`config.mk`:
```
export PLATFORM = sky130hd
export DESIGN_NAME = wdt_timer
export DESIGN_NICKNAME = d
export VERILOG_FILES = /design/src/rtl/wdt_pkg.sv /design/src/rtl/wdt_unlock.sv /design/src/rtl/wdt_prescaler.sv /design/src/rtl/wdt_counter.sv /design/src/rtl/wdt_timer.sv
export SDC_FILE = /design/constraint.sdc
export NUM_CORES = 1
export LEC_CHECK = 0
export ABC_AREA = 1
export BUFFER_PORTS_ARGS = -buffer_cell sky130_fd_sc_hd__buf_2
export CELL_PAD_IN_SITES_DETAIL_PLACEMENT = 1
export CELL_PAD_IN_SITES_GLOBAL_PLACEMENT = 1
export CORE_MARGIN = 4
export CORE_UTILIZATION = 42
export CTS_CLUSTER_SIZE = 8
export DETAILED_ROUTE_END_ITERATION = 7
export PLACE_DENSITY = 0.88
export SLEW_MARGIN = 10
export SYNTH_ARGS = -nofsm -noshare
export SYNTH_HDL_FRONTEND = slang
export SYNTH_SLANG_ARGS = --single-unit
```
`constraint.sdc`:
```
create_clock -name clk -period 5.4 [get_ports clk]
set_clock_uncertainty 0.15 [all_clocks]
set_input_delay 0 -clock clk [delete_from_list [all_inputs] [get_ports clk]]
set_output_delay 0 -clock clk [all_outputs]
set_load 0.02 [all_outputs]
```
`src/rtl/wdt_pkg.sv`:
```
package wdt_pkg;
  localparam int RLD_W = 16;
  localparam logic [7:0] PW_FIRST = 8'hBE;
  localparam logic [7:0] PW_SECOND = 8'hDC;
  localparam int CTRL_OFS = 0;
  localparam int STAT_OFS = 8;
  localparam int BIT_EN = 31;
  localparam int BIT_LOCK = 30;
  localparam int DIV_HI = 25;
  localparam int DIV_LO = 24;
  localparam int PW_HI = 23;
  localparam int PW_LO = 16;

  typedef struct packed {
    logic             en;
    logic             lock;
    logic [1:0]       div;
    logic [RLD_W-1:0] reload;
  } wdt_cfg_t;

  typedef enum logic {ST_IDLE, ST_ARMED} unlock_st_e;
endpackage

```
`src/rtl/wdt_unlock.sv`:
```
module wdt_unlock
  import wdt_pkg::*;
(
  input  logic       clk,
  input  logic       rst_n,
  input  logic       ctrl_wr,
  input  logic [7:0] pw,
  output logic       apply
);
  unlock_st_e st_q, st_d;

  always_comb begin
    st_d  = st_q;
    apply = 1'b0;
    if (ctrl_wr) begin
      case (st_q)
        ST_IDLE:  st_d = (pw == PW_FIRST) ? ST_ARMED : ST_IDLE;
        ST_ARMED: begin
          st_d  = ST_IDLE;
          apply = (pw == PW_SECOND);
        end
        default:  st_d = ST_IDLE;
      endcase
    end
  end

  always_ff @(posedge clk or negedge rst_n) begin
    if (!rst_n) st_q <= ST_IDLE;
    else        st_q <= st_d;
  end

  // any second-step write leaves the sequence idle
  assert_second_step_ends_R3: assert property (@(posedge clk) disable iff (!rst_n)
    (ctrl_wr && st_q == ST_ARMED) |=> (st_q == ST_IDLE));
endmodule

```
`src/rtl/wdt_prescaler.sv`:
```
module wdt_prescaler #(
  parameter int DIV_SHIFT [4] = '{0, 6, 12, 18}
) (
  input  logic       clk,
  input  logic       rst_n,
  input  logic       run,
  input  logic       clr,
  input  logic [1:0] div,
  output logic       tick
);
  function automatic int max_shift();
    int m = 1;
    for (int i = 0; i < 4; i++) if (DIV_SHIFT[i] > m) m = DIV_SHIFT[i];
    return m;
  endfunction
  localparam int PRE_W = max_shift();

  logic [PRE_W-1:0] lim [4];
  logic [PRE_W-1:0] pre_q;

  for (genvar g = 0; g < 4; g++) begin : g_lim
    assign lim[g] = PRE_W'((64'd1 << DIV_SHIFT[g]) - 64'd1);
  end

  assign tick = run && (pre_q == lim[div]);

  always_ff @(posedge clk or negedge rst_n) begin
    if (!rst_n)            pre_q <= '0;
    else if (!run || clr)  pre_q <= '0;
    else if (tick)         pre_q <= '0;
    else                   pre_q <= pre_q + 1'b1;
  end

  // the prescaler never runs past the terminal count of its code
  assert_pre_in_range_R5: assert property (@(posedge clk) disable iff (!rst_n)
    (run && !clr && $stable(div)) |=> (pre_q <= lim[div]));
endmodule

```
`src/rtl/wdt_counter.sv`:
```
module wdt_counter
  import wdt_pkg::*;
(
  input  logic             clk,
  input  logic             rst_n,
  input  logic             en,
  input  logic             load,
  input  logic [RLD_W-1:0] load_val,
  input  logic             tick,
  output logic             fire
);
  logic [RLD_W-1:0] cnt_q;
  logic             done_q;

  always_ff @(posedge clk or negedge rst_n) begin
    if (!rst_n) begin
      cnt_q  <= '0;
      done_q <= 1'b0;
      fire   <= 1'b0;
    end else begin
      fire <= 1'b0;
      if (load) begin
        cnt_q  <= load_val;
        done_q <= 1'b0;
      end else if (en && tick && !done_q) begin
        if (cnt_q <= RLD_W'(1)) begin
          cnt_q  <= '0;
          done_q <= 1'b1;
          fire   <= 1'b1;
        end else begin
          cnt_q <= cnt_q - 1'b1;
        end
      end
    end
  end

  // the request is a single-cycle pulse
  assert_single_pulse_R6: assert property (@(posedge clk) disable iff (!rst_n)
    fire |=> !fire);
  // no request unless the counter was enabled
  assert_fire_needs_en_R9: assert property (@(posedge clk) disable iff (!rst_n)
    fire |-> $past(en));
endmodule

```
`src/rtl/wdt_timer.sv`:
```
module wdt_timer
  import wdt_pkg::*;
#(
  parameter int ADDR_W = 4,
  parameter int DIV_SHIFT [4] = '{0, 6, 12, 18}
) (
  input  logic              clk,
  input  logic              rst_n,
  input  logic [ADDR_W-1:0] bus_addr,
  input  logic              bus_wr,
  input  logic [31:0]       bus_wdata,
  output logic [31:0]       bus_rdata,
  output logic              wdt_rst_req
);
  wdt_cfg_t cfg_q, cfg_in, cfg_new;
  logic     ctrl_wr, stat_wr, apply, load, tick, fire, flag_q;
  logic     unused_bits;

  assign ctrl_wr = bus_wr && (bus_addr == ADDR_W'(CTRL_OFS));
  assign stat_wr = bus_wr && (bus_addr == ADDR_W'(STAT_OFS));
  assign unused_bits = ^bus_wdata[29:26];

  assign cfg_in.en     = bus_wdata[BIT_EN];
  assign cfg_in.lock   = bus_wdata[BIT_LOCK];
  assign cfg_in.div    = bus_wdata[DIV_HI:DIV_LO];
  assign cfg_in.reload = bus_wdata[RLD_W-1:0];

  always_comb begin
    cfg_new      = cfg_in;
    cfg_new.en   = cfg_in.en | (cfg_q.lock & cfg_q.en);
    cfg_new.lock = cfg_q.lock | cfg_in.lock;
  end

  assign load = apply && cfg_new.en;

  wdt_unlock u_unlock (
    .clk(clk), .rst_n(rst_n), .ctrl_wr(ctrl_wr),
    .pw(bus_wdata[PW_HI:PW_LO]), .apply(apply)
  );

  wdt_prescaler #(.DIV_SHIFT(DIV_SHIFT)) u_pre (
    .clk(clk), .rst_n(rst_n), .run(cfg_q.en), .clr(load),
    .div(cfg_q.div), .tick(tick)
  );

  wdt_counter u_cnt (
    .clk(clk), .rst_n(rst_n), .en(cfg_q.en), .load(load),
    .load_val(cfg_new.reload), .tick(tick), .fire(fire)
  );

  always_ff @(posedge clk or negedge rst_n) begin
    if (!rst_n) begin
      cfg_q  <= '0;
      flag_q <= 1'b0;
    end else begin
      if (apply) cfg_q <= cfg_new;
      if (fire)                         flag_q <= 1'b1;
      else if (stat_wr && bus_wdata[0]) flag_q <= 1'b0;
    end
  end

  assign wdt_rst_req = fire;

  always_comb begin
    bus_rdata = '0;
    if (bus_addr == ADDR_W'(CTRL_OFS)) begin
      bus_rdata[BIT_EN]        = cfg_q.en;
      bus_rdata[BIT_LOCK]      = cfg_q.lock;
      bus_rdata[DIV_HI:DIV_LO] = cfg_q.div;
      bus_rdata[RLD_W-1:0]     = cfg_q.reload;
    end else if (bus_addr == ADDR_W'(STAT_OFS)) begin
      bus_rdata[31] = cfg_q.en;
      bus_rdata[0]  = flag_q;
    end
  end

  // configuration only moves on a completed unlock pair
  assert_cfg_needs_unlock_R2: assert property (@(posedge clk) disable iff (!rst_n)
    (cfg_q != $past(cfg_q)) |-> $past(apply));
  // an expiry leaves the sticky flag set
  assert_flag_sticky_R7: assert property (@(posedge clk) disable iff (!rst_n)
    wdt_rst_req |=> flag_q);
  // a locked running watchdog stays running
  assert_lock_holds_R10: assert property (@(posedge clk) disable iff (!rst_n)
    (cfg_q.lock && cfg_q.en) |=> (cfg_q.lock && cfg_q.en));
endmodule

```
Word-level counts from Yosys, hierarchy flattened

Cells that the tools add are included.

Word-level logic and storage cells: 65
Register bits: 58
Input bits: 39
Output and inout bits: 33

Add/subtract/negate cells: 2
$lt $le $gt $ge: 2
Bitwise gates (word level): 5
Multiplexer cells: 27
Equal/unequal tests: 4
Reduce and logical (&&, ||, !) cells: 15

Operators with widths:

| operator                                                               | number |
|---|---|
| 18-bit 2-to-1 mux                                                      | 4 |
| 16-bit 2-to-1 mux                                                      | 3 |
| 18-bit binary-select mux with 2-bit select                             | 1 |
| 18-bit by 1-bit adder with 18-bit output, second input constant        | 1 |
| 18-bit equality test                                                   | 1 |
| 8-bit equality test, second input constant                             | 2 |
| 16-bit by 1-bit <= comparator with 1-bit output, second input constant | 1 |
| 1-bit 2-to-1 mux                                                       | 16 |
| 16-bit by 1-bit subtractor with 16-bit output, second input constant   | 1 |
| 15-bit 2-to-1 mux                                                      | 1 |
| 1-bit logical AND                                                      | 7 |
| 2-bit nonzero test                                                     | 3 |
| 4-bit equality test, second input constant                             | 1 |
| 4-bit logical NOT                                                      | 1 |
| 3-bit >= comparator, second input constant                             | 1 |
| 2-bit inverter with 3-bit output                                       | 1 |
| 1-bit logical NOT                                                      | 2 |
| 2-bit 2-to-1 mux                                                       | 1 |
| 1-bit OR                                                               | 2 |
| 1-bit case mux with 2 select lines                                     | 1 |
| 2-bit AND reduction                                                    | 1 |
| 1-bit AND                                                              | 1 |
| 1-bit logical OR                                                       | 1 |
| 1-bit inverter                                                         | 1 |

Depth between registers and ports, before layout

Gate-level depths: netlist of the first run.

Depth after elaboration: 10
Gate-level depth with buffers: 13
Mapped depth without buffers: 13

By module

From an unflattened synthesis of the first run, not the netlist that was laid out.

Cells, all modules: 493
Area, all modules: 3,595.9 µm²

Modules (own cells, without submodules):

| module        | cells an instance | times used | area an instance (µm²) |
|---|---|---|---|
| wdt_counter   | 186               | 1          | 1,306.3 |
| wdt_prescaler | 152               | 1          | 1,101.1 |
| wdt_timer     | 137               | 1          | 1,082.3 |
| wdt_unlock    | 18                | 1          | 106.4 |

Worst setup path before layout of the first run

OpenSTA, ideal clock, no wires.

Path kind: flip-flop to flip-flop
Start point: reg u_cnt.cnt_q[0]
End point: reg u_cnt.cnt_q[3]
Period minus slack after synthesis: 1,790 ps
Stages on the path, launching flop included: 13
Arrival: 1,528 ps
Buffers on the path: 1
Setup slack: 3,610 ps
Required time: 5,137 ps
Cell sequence: dfrtp_1 > inv_1 > ha_1 > nand2_1 > nand2_1 > nand4_2 > nand2_1 > buf_4 > nor2_1 > nor2_1 > nand2_1 > nand2_1 > inv_1

Cells in the longest elaborated chain, start to end: 4

RTL lines:

| item                                                                                                                    | line                                 | RTL |
|---|---|---|
| from (decl)                                                                                                             | wdt_counter.sv:12                    | `logic [RLD_W-1:0] cnt_q;` |
| from (signal assigned)                                                                                                  | wdt_counter.sv:23                    | `cnt_q <= load_val;` |
| from (signal assigned)                                                                                                  | wdt_counter.sv:31                    | `cnt_q <= cnt_q - 1'b1;` |
| 16-bit by 1-bit subtractor with 16-bit output / 16-bit by 1-bit <= comparator with 1-bit output (equally long branches) | wdt_counter.sv:31, wdt_counter.sv:26 |  |
| 16-bit 2-to-1 mux *                                                                                                     | wdt_counter.sv:26                    | `if (cnt_q <= RLD_W'(1)) begin` |
| 16-bit 2-to-1 mux *                                                                                                     | wdt_counter.sv:25                    | `end else if (en && tick && !done_q) begin` |
| 16-bit 2-to-1 mux *                                                                                                     | wdt_counter.sv:22                    | `if (load) begin` |

Every way passes the cells marked *; elsewhere a longest branch is shown, timed or not. The select of a mux whose other input is x is not followed.
A chain may end at the register's enable or synchronous reset.

Worst setup path after layout of the first run

Start point: in bus_addr[1]
End point: reg u_cnt.cnt_q[4]

Cells in the longest elaborated chain, start to end: 5

RTL lines:

| item                                                           | line             | RTL |
|---|---|---|
| from (decl)                                                    | wdt_timer.sv:9   | `input logic [ADDR_W-1:0] bus_addr,` |
| 4-bit logical NOT *                                            | wdt_timer.sv:19  | `assign ctrl_wr = bus_wr && (bus_addr == ADDR_W'(CTRL_OFS));` |
| 1-bit logical AND *                                            | wdt_timer.sv:19  |  |
| 1-bit 2-to-1 mux *                                             | wdt_unlock.sv:15 | `if (ctrl_wr) begin` |
| 1-bit logical AND *                                            | wdt_timer.sv:34  | `assign load = apply && cfg_new.en;` |
| 16-bit 2-to-1 mux / 2-bit nonzero test (equally long branches) | n/a              |  |

Every way passes the cells marked *; elsewhere a longest branch is shown, timed or not.

==> results of run 1 <==
## worst paths after layout
kind	start	to	slack, ns	cells after the start
worst min-delay path	rst_n	u_pre.pre_q[9]	0.21	3
worst max-delay path	bus_addr[1]	u_cnt.cnt_q[4]	2.48	11
min in group clk	bus_wdata[30]	cfg_q[18]	0.28	4
max in group asynchronous	rst_n	u_cnt.cnt_q[5]	4.37	3
worst max register to register	u_unlock.st_q	u_cnt.cnt_q[4]	2.55	11
worst min register to register	cfg_q[18]	cfg_q[18]	0.35	2
## sequential cells by signal, indices dropped and copies added, names as in the netlist
register,flops
u_pre.pre_q,18
flag_q,1
u_unlock.st_q,1
u_cnt.fire,1
u_cnt.done_q,1
u_cnt.cnt_q,16
cfg_q,20
## power groups by stage
stage	Clock (W)	Combinational, W	Sequential, W
global placement	0	0.000168	0.000504
floorplan	0	0.000132	0.000499
global route	0.000358	0.000225	0.000506
CTS	0.000336	0.000199	0.000501
finish	0.000331	0.000200	0.000503
detailed placement	0	0.000181	0.000509
## logic make-up after synthesis
| family | Yosys count |
|---|---|
| and+or+nand+nor | 332 |
| buffers and inverters | 110 |
| DFF | 58 |
| AOI/OAI and AO/OA | 39 |
| xor gates and xnor gates | 15 |
| adders and majority gates | 3 |
| other | 1 |
## synthesized netlist by cell type, types with 3 or more instances
library cell	n	area, um^2
sky130_fd_sc_hd__xor2_1	10	87.6
sky130_fd_sc_hd__clkbuf_1	4	15.0
sky130_fd_sc_hd__nand2_1	143	537
sky130_fd_sc_hd__o22ai_1	4	25.0
sky130_fd_sc_hd__nor2_1	111	417
sky130_fd_sc_hd__buf_6	3	33.8
sky130_fd_sc_hd__nand3_1	37	185
sky130_fd_sc_hd__ha_1	3	37.5
sky130_fd_sc_hd__nand3b_1	6	45.0
sky130_fd_sc_hd__nor2_2	4	25.0
sky130_fd_sc_hd__nand3_2	3	30.0
sky130_fd_sc_hd__xnor2_1	5	43.8
sky130_fd_sc_hd__nand2_2	6	37.5
sky130_fd_sc_hd__o21ai_0	28	140
sky130_fd_sc_hd__dfrtp_1	58	1450
sky130_fd_sc_hd__nor3_1	7	35.0
sky130_fd_sc_hd__nand4_1	5	31.3
sky130_fd_sc_hd__inv_1	81	304
sky130_fd_sc_hd__buf_4	13	97.6
sky130_fd_sc_hd__inv_2	3	11.3
## layout make-up
type | instances | area, um^2 | share of cell area, %
Multi-Input combinational cell | 401 | 1880 | 42.0
Sequential cell | 58 | 1450 | 32.4
Timing Repair Buffer | 82 | 543 | 12.1
Inverter | 86 | 323 | 7.21
Clock buffer | 11 | 141 | 3.16
Tap cell | 108 | 135 | 3.02
Clock inverter | 1 | 5.00 | 0.112
## worst min-delay path, cell delays in order
cell	delay, ns
sky130_fd_sc_hd__dlygate4sd3_1	0.52
sky130_fd_sc_hd__buf_2	0.09
sky130_fd_sc_hd__buf_4	0.59
## layer usage
layer  global-route usage [%]  wire (um)
met4                     8.67        269
met5                        0          0
met3                     4.47        533
met2                     42.5       6070
met1                     28.7       5290
## per-stage QoR
| stage | cells | hold WS, ns | util (%) | total power, W |
|---|---|---|---|---|
| after floorplan | 569 | -0.446 | - | 0.000631 |
| after global placement | 709 | 0.0506 | 46.4 | 0.000672 |
| after detailed placement | 709 | 0.0521 | 46.4 | 0.000689 |
| after CTS | 747 | 0.241 | 51.1 | 0.00104 |
| after global routing | 747 | 0.293 | 51.1 | 0.00109 |
| final | 747 | 0.207 | 51.1 | 0.00103 |
==> summary by stage, run 1 <==
Power and ir drop
The clock network accounts for 32.0% of the total power. The analysis attributes to net switching a power of 0.000320 W. The internal portion of the total power is 0.000713 W. The share of total power dissipated in sequential elements is 48.7%. Net switching is a little under a third of the power. The leakage power is approximately 2.6 nW. The worst ir drop on vdd is approximately 89 uV. The power density of the placed cells is roughly 230 mW/mm^2. Per report_power, the combinational group accounts for slightly below 20% of the total.

Routing
Dividing the detail-routed wire length by the instance count gives 16.3 um. The number of vias after detailed routing is about 3800. For this run, design rule violations remaining after detail routing come to 0. The via density per instance is around 5.1. For this block, the routed nets add up to approximately 12 mm of wire. The first detailed-routing pass ran for 4 iterations. In this run the remaining antenna-violating nets after routing total 0. The detailed router finished its first iteration with between 150 and 200 violations.

Synth
The fraction of the mapped netlist area in adder cells is less than 1%. The number of enable-type register cells in the synthesized netlist is 0. The count of cell types in the netlist is 37. The number of warnings issued by yosys is 0. The synthesized instance count is 558. Summing the areas of all and, or, nand and nor instances in the mapped netlist gives between 30% and 40% of the synthesized area. After synthesis, the share of cell area in mux cells is 0%. The synthesized netlist devotes under 10% of its cell area to compound gates. After synthesis, the largest family of logic cells by area is simple AND/OR/NAND/NOR gates. The prevailing post-synth register cell is sky130_fd_sc_hd__dfrtp_1. Synthesis inferred between 50 and 60 register bits.

Of all flip-flops after synthesis, the portion carrying an async set or reset was between 90% and 100%. The cell area that synthesis handed to floorplanning was roughly 0.0038 mm^2. Of the total synthesized cell area, the portion taken by XOR and XNOR cells is 3.47%. The average size of a mapped cell is around 6.8 um^2. For this run, the register share of the synthesized area comes to between 30% and 40%.

STA
Setup repair after global routing left no endpoint under its margin. Setup violations remaining at the end of the flow were counted as 0. The final worst-path cycle share is roughly 54%. The sum of negative setup slack is 0 ns.

The worst path setup slack after routing is roughly 2.5 ns. The highest attainable clock frequency is ~340 MHz. The worst slew slack as a fraction of its limit is a little over two fifths. For the pin with the worst max-slew slack, the measured transition is between 0.8 and 0.9 ns. The time the worst path needs with I/O delays and setup is around 2.9 ns. The number of hold violations in the final report is 0.

The max-slew violation count was 0.

Place
At the placement stage, the worst setup path has a slack of ~2.3 ns. The placed cell area is 0.00407 mm^2. At the end of routability-driven placement, the weighted congestion stood at around 0.87. The number of I/O port buffers is 55. Once detailed placement completed, the half-perimeter wirelength came to roughly 8.1 mm.

Worst setup path
The cell type of the slowest stage on the worst timing path is sky130_fd_sc_hd__nand3_2. STA classifies the critical path startpoint as an input pin. The critical path's top delay family is simple AND/OR/NAND/NOR gates. Traced cell by cell, the critical path runs through buf_2 -> nor2_1 -> nand2_1 -> nor2_2 -> nand3_2 -> nand2_1 -> nor2_1 -> nor2_1 -> nand2_1 -> nand2_1 -> inv_1. The cell with the most instances on the worst path is sky130_fd_sc_hd__nand2_1. The category of the most critical setup path is in -> reg. The critical path buffer and inverter count is 2. The largest incremental delay on the critical path is 0.71 ns. For the worst setup path, the data required time is 5.48 ns.

Along the worst path, the maximum fanout reaches 40. The worst path arrival time is about 3.0 ns. The worst setup path is captured at a flop.

Clocking
For this design, the sink count on the clock tree is between 50 and 60. The clock-pin slew reported for the worst setup and hold paths after clock tree synthesis is ~0.060 ns. The number of resized instances in the post-cts repair step is 0. The clock insertion delay at the later pin of the skew report is around 0.33 ns. The cell at the root of the clock tree is sky130_fd_sc_hd__clkbuf_8. The total number of H-tree levels is 3. TritonCTS built the clock tree. Hold repair after CTS inserted 26 buffers. Buffers added to address setup during post-CTS repair amount to 0.

The buffer depth of the longest clock path is 2. The number of clock buffers added by TritonCTS is 9.

Layout
The number of fill cells in the layout is 1157. Cells with a size suffix above 1 make up around 14% of the layout. The library cells used most frequently in the layout, excluding fill and tap cells, are sky130_fd_sc_hd__nand2_1, sky130_fd_sc_hd__nor2_1, sky130_fd_sc_hd__inv_1, sky130_fd_sc_hd__dfrtp_1, sky130_fd_sc_hd__buf_2.

The post-synthesis to final-layout area growth is 18.2%. For this run, the post-layout net count is 680. The library cell used most frequently in the layout, excluding fill and tap cells, is sky130_fd_sc_hd__nand2_1. After routing the design area is approximately 0.0045 mm^2. The final antenna diode count is 0.

Floorplan
72 I/O pins were placed. The total core area is roughly 0.0088 mm^2. The height of the die is a little over 100 um.

For this configuration, the core starts out at a cell density of around 43%. The die span in x is roughly 100 um. The row count is 34.

The floorplan step defined a die boundary enclosing between 0.01 and 0.015 mm^2.

Job
The count of max-cap constraint violations is 0.

Global routing
The total track usage is between 20% and 30%. The global-route wire length before repair is between 15 and 20 mm. The pin count of the biggest net entering global routing is between 50 and 60. Summed over all layers, the global routing overflow is 0.

The via count of the first global-routing pass is between 4000 and 5000. The number of antenna violations at the first check in global routing is 0.

Run status
The flow ran to the end, and the final reports show no timing, DRC or antenna violations.

Min path
The min-delay analysis places its worst path in the category in -> async.
Power figures use the tool's default switching activity.
==> run 2, diff against run 1 <==
--- a/config.mk
+++ b/config.mk
@@ -10,10 +10,10 @@
 export CELL_PAD_IN_SITES_DETAIL_PLACEMENT = 1
 export CELL_PAD_IN_SITES_GLOBAL_PLACEMENT = 1
 export CORE_MARGIN = 4
-export CORE_UTILIZATION = 42
+export CORE_UTILIZATION = 39
 export CTS_CLUSTER_SIZE = 8
 export DETAILED_ROUTE_END_ITERATION = 7
-export PLACE_DENSITY = 0.88
+export PLACE_DENSITY = 0.83
 export SLEW_MARGIN = 10
 export SYNTH_ARGS = -nofsm -noshare
 export SYNTH_HDL_FRONTEND = slang
==> constraint.sdc (replaced) <==
create_clock -name clk -period 2.8 [get_ports clk]
set_clock_uncertainty 0.15 [all_clocks]
set_input_delay 0 -clock clk [delete_from_list [all_inputs] [get_ports clk]]
set_output_delay 0 -clock clk [all_outputs]
set_load 0.02 [all_outputs]
==> summary by stage, run 2 (synthesized netlist as in run 1, its figures left out) <==
Run status
The run finished with clean final reports.

Clocking
The total number of H-tree levels is 3 (unchanged). TritonCTS built the clock tree. The total CTS buffers came to 9 (unchanged). The buffer depth of the longest clock path is 2 (unchanged).

The clock insertion delay at the later pin of the skew report is 0.35 ns (+0.02 ns). The clock-pin slew reported for the worst setup and hold paths after clock tree synthesis is 0.07 ns (about the same). The tree is rooted in a sky130_fd_sc_hd__clkbuf_8. The number of clock sinks came to 58 (unchanged).

The post-CTS setup-driven buffer insertion count was 0 (unchanged).

Job
The count of max-cap constraint violations came to 0 (unchanged).

Global routing
The via count of the first global-routing pass is 4178 (+1.8%). The number of antenna violations at the first check in global routing is 0 (unchanged). The pin count of the biggest net entering global routing is 34 (-42%).

The total overflow reported by the global router came to 0 (unchanged). The global-route wire length before repair is 21.1 mm (+7.3%). The total track usage is 23.6% (-0.30 points).

Routing
The via density per instance is 5.04 (-1.7%). The routed length per instance came to 16.4 um (+1.0%). The DRC violation count after routing came to 0 (unchanged). The number of iterations in the first detailed-routing pass is 5 (+1). The number of vias after detailed routing is 3908 (+2.1%). The final wirelength is 12.8 mm (+4.9%). The DRC violation total after the first TritonRoute iteration came to 218 (+27%). The number of nets with antenna violations after detailed routing is 0 (unchanged).

STA
The time the worst path needs with I/O delays and setup is about 2.7 ns. The max-slew violation count is 0 (unchanged). The sum of negative setup slack is 0 ns (unchanged). Based on the critical path, the design can be clocked at up to 370 MHz. The final-report setup violation count is 0 (unchanged). The smallest hold slack is 0.0944 ns (-0.113 ns).

The number of hold violations in the final report came to 0 (unchanged). Setup repair after global routing left no endpoint under its margin. The final worst-path cycle share is a little over nine tenths. The slew at the pin with the worst max-slew slack is 0.781 ns (-0.0814 ns). The worst slew slack as a fraction of its limit is 47.9% (+5.5 points).

Layout
The post-synthesis to final-layout area growth is 20.8%. The number of nets in the layout was 684 (+0.59%). The utilization after layout was 49.0% (-2.1 points). The final non-filler cell area came to 0.00457 mm^2 (+2.1%). In the final layout, the registers with the most flip-flops are cfg_q: 20 flops, u_pre.pre_q: 18 flops, u_cnt.cnt_q: 16 flops.

The number of flip-flops under the largest register name is 20 (unchanged). The fraction of final layout cells with drive strength greater than 1 is 15.1% (+1.1 points). Counting flops per register, the top entry is cfg_q. Leaving out fill and tap cells, the most frequent cell in the layout is sky130_fd_sc_hd__nand2_1.

The final antenna diode count is 0 (unchanged). In the layout the commonest cells are sky130_fd_sc_hd__nand2_1, sky130_fd_sc_hd__nor2_1, sky130_fd_sc_hd__inv_1, sky130_fd_sc_hd__dfrtp_1, sky130_fd_sc_hd__buf_2.

Worst setup path
The data required time at the worst endpoint was 2.93 ns (-2.55 ns). STA classifies the critical path endpoint as a flop. The worst path arrival time is 2.83 ns (-0.17 ns). The category of the most critical setup path is in -> reg. The critical path starts at bus_wdata[16]. The depth of the worst register-to-register path is 11 (unchanged). The kind of start point of the critical path is an input pin. The maximum fanout count along the critical path was 2 (-95%). The startpoint of the worst-slack reg-to-reg timing path is u_cnt.cnt_q[0].

Place
The weighted congestion at the end of routability-driven global placement came to 0.859 (-0.90%). The placed cell area is 0.00413 mm^2 (+1.4%). The number of I/O port buffers came to 55 (unchanged). The total half-perimeter wirelength after legalization and detailed placement is 8.48 mm (+4.4%).

Power and ir drop
The total power draw was 0.00211 W (+100%). The net switching fraction of the power was 30.9% (-0.066 points). The proportion of power drawn by the clock network came to 36.4% (+4.4 points).

The worst ir drop on vdd is 189 uV (+110%). The share of power burned in registers is 45.6% (-3.1 points). The leakage power is 2.65 nW (+1.4%).

The internal power is 0.00146 W (+100%). The total net switching power is 0.000651 W (+100%). The logic gate share of total power is 18.0% (-1.3 points).

The power density of the placed cells was 461 mW/mm^2 (+100%).

Floorplan
The initial cell density of the core is 40.6% (-2.6 points). The row count is 35 (+2.9%). The total core area is 0.00933 mm^2 (+6.4%). The die span in x is 107 um (+3.5%). The height of the die is 107 um (+3.5%).

The I/O pin count was 72 (unchanged). The die area was 0.0113 mm^2 (+7.1%).

Min path
The number of instances on the worst hold path is 4. The start point of the worst min-delay path is bus_wdata[31]. The worst min-delay path class is in -> reg.
run 2: cell count changes in the layout (fill, tap and decap cells not counted):
cell,previous run,this run
sky130_fd_sc_hd__buf_4,1,5
sky130_fd_sc_hd__clkbuf_8,10,9
sky130_fd_sc_hd__bufinv_16,0,1
sky130_fd_sc_hd__clkinv_2,1,4
sky130_fd_sc_hd__clkinvlp_4,0,1
run 2: timing repair:
action | 4_1_cts | 5_1_grt
endpoints found under the hold margin | 67 | 0
gates resized for setup | 0 | 0
hold buffers | 26 | 0
run 2: final timing paths:
kind                                   endpoint  slack [ns]
worst max-delay path              u_unlock.st_q         0.1
worst min-delay path                  cfg_q[19]        0.09
worst max register to register   u_cnt.cnt_q[3]        0.40
worst min register to register        cfg_q[18]        0.33
max in group asynchronous        u_cnt.cnt_q[0]        1.68
min in group asynchronous       u_pre.pre_q[11]        0.12
run 2: cell type report:
type                       instances  area (um^2)
fill                            1241         4760
multi-input combinational        401         1880
sequential                        58         1450
timing repair buffer              86          573
inverter                          86          323
tap                              129          161
clock buffer                      10          128
clock inverter                     6         57.6
run 2: critical path, stage by stage:
cell                            delay [ns]
sky130_fd_sc_hd__dlygate4sd3_1        0.53
sky130_fd_sc_hd__buf_2                0.13
sky130_fd_sc_hd__nor4b_1              0.28
sky130_fd_sc_hd__dlygate4sd3_1        0.59
sky130_fd_sc_hd__nand3_1              0.06
sky130_fd_sc_hd__dlygate4sd3_1        0.56
sky130_fd_sc_hd__o21ai_0              0.09
sky130_fd_sc_hd__dlygate4sd3_1        0.59
run 2: metal layers:
metal,wire length (um),vias up,GRT usage (%)
met5,0,-,0
met4,245,0,7.58
met1,5520,1925,29.4
met3,656,22,5.10
met2,6340,102,40.8
li1,-,1859,-
run 2: stage by stage:
stage | cells | worst slack, ns
3_5_place_dp | 734 | 0.527
6_report | 776 | 0.0985
2_1_floorplan | 569 | 1.01
4_1_cts | 776 | 0.202
5_1_grt | 776 | 0.0117
3_3_place_gp | 734 | 0.622
run 2: power groups by stage:
stage | clock (W) | combinational [W] | sequential [W]
after CTS | 0.000774 | 0.000376 | 0.000963
after global routing | 0.000819 | 0.000433 | 0.000973
after global placement | 0 | 0.000328 | 0.000973
final | 0.000767 | 0.000379 | 0.000962
after floorplan | 0 | 0.000255 | 0.000962
after detailed placement | 0 | 0.000343 | 0.000979
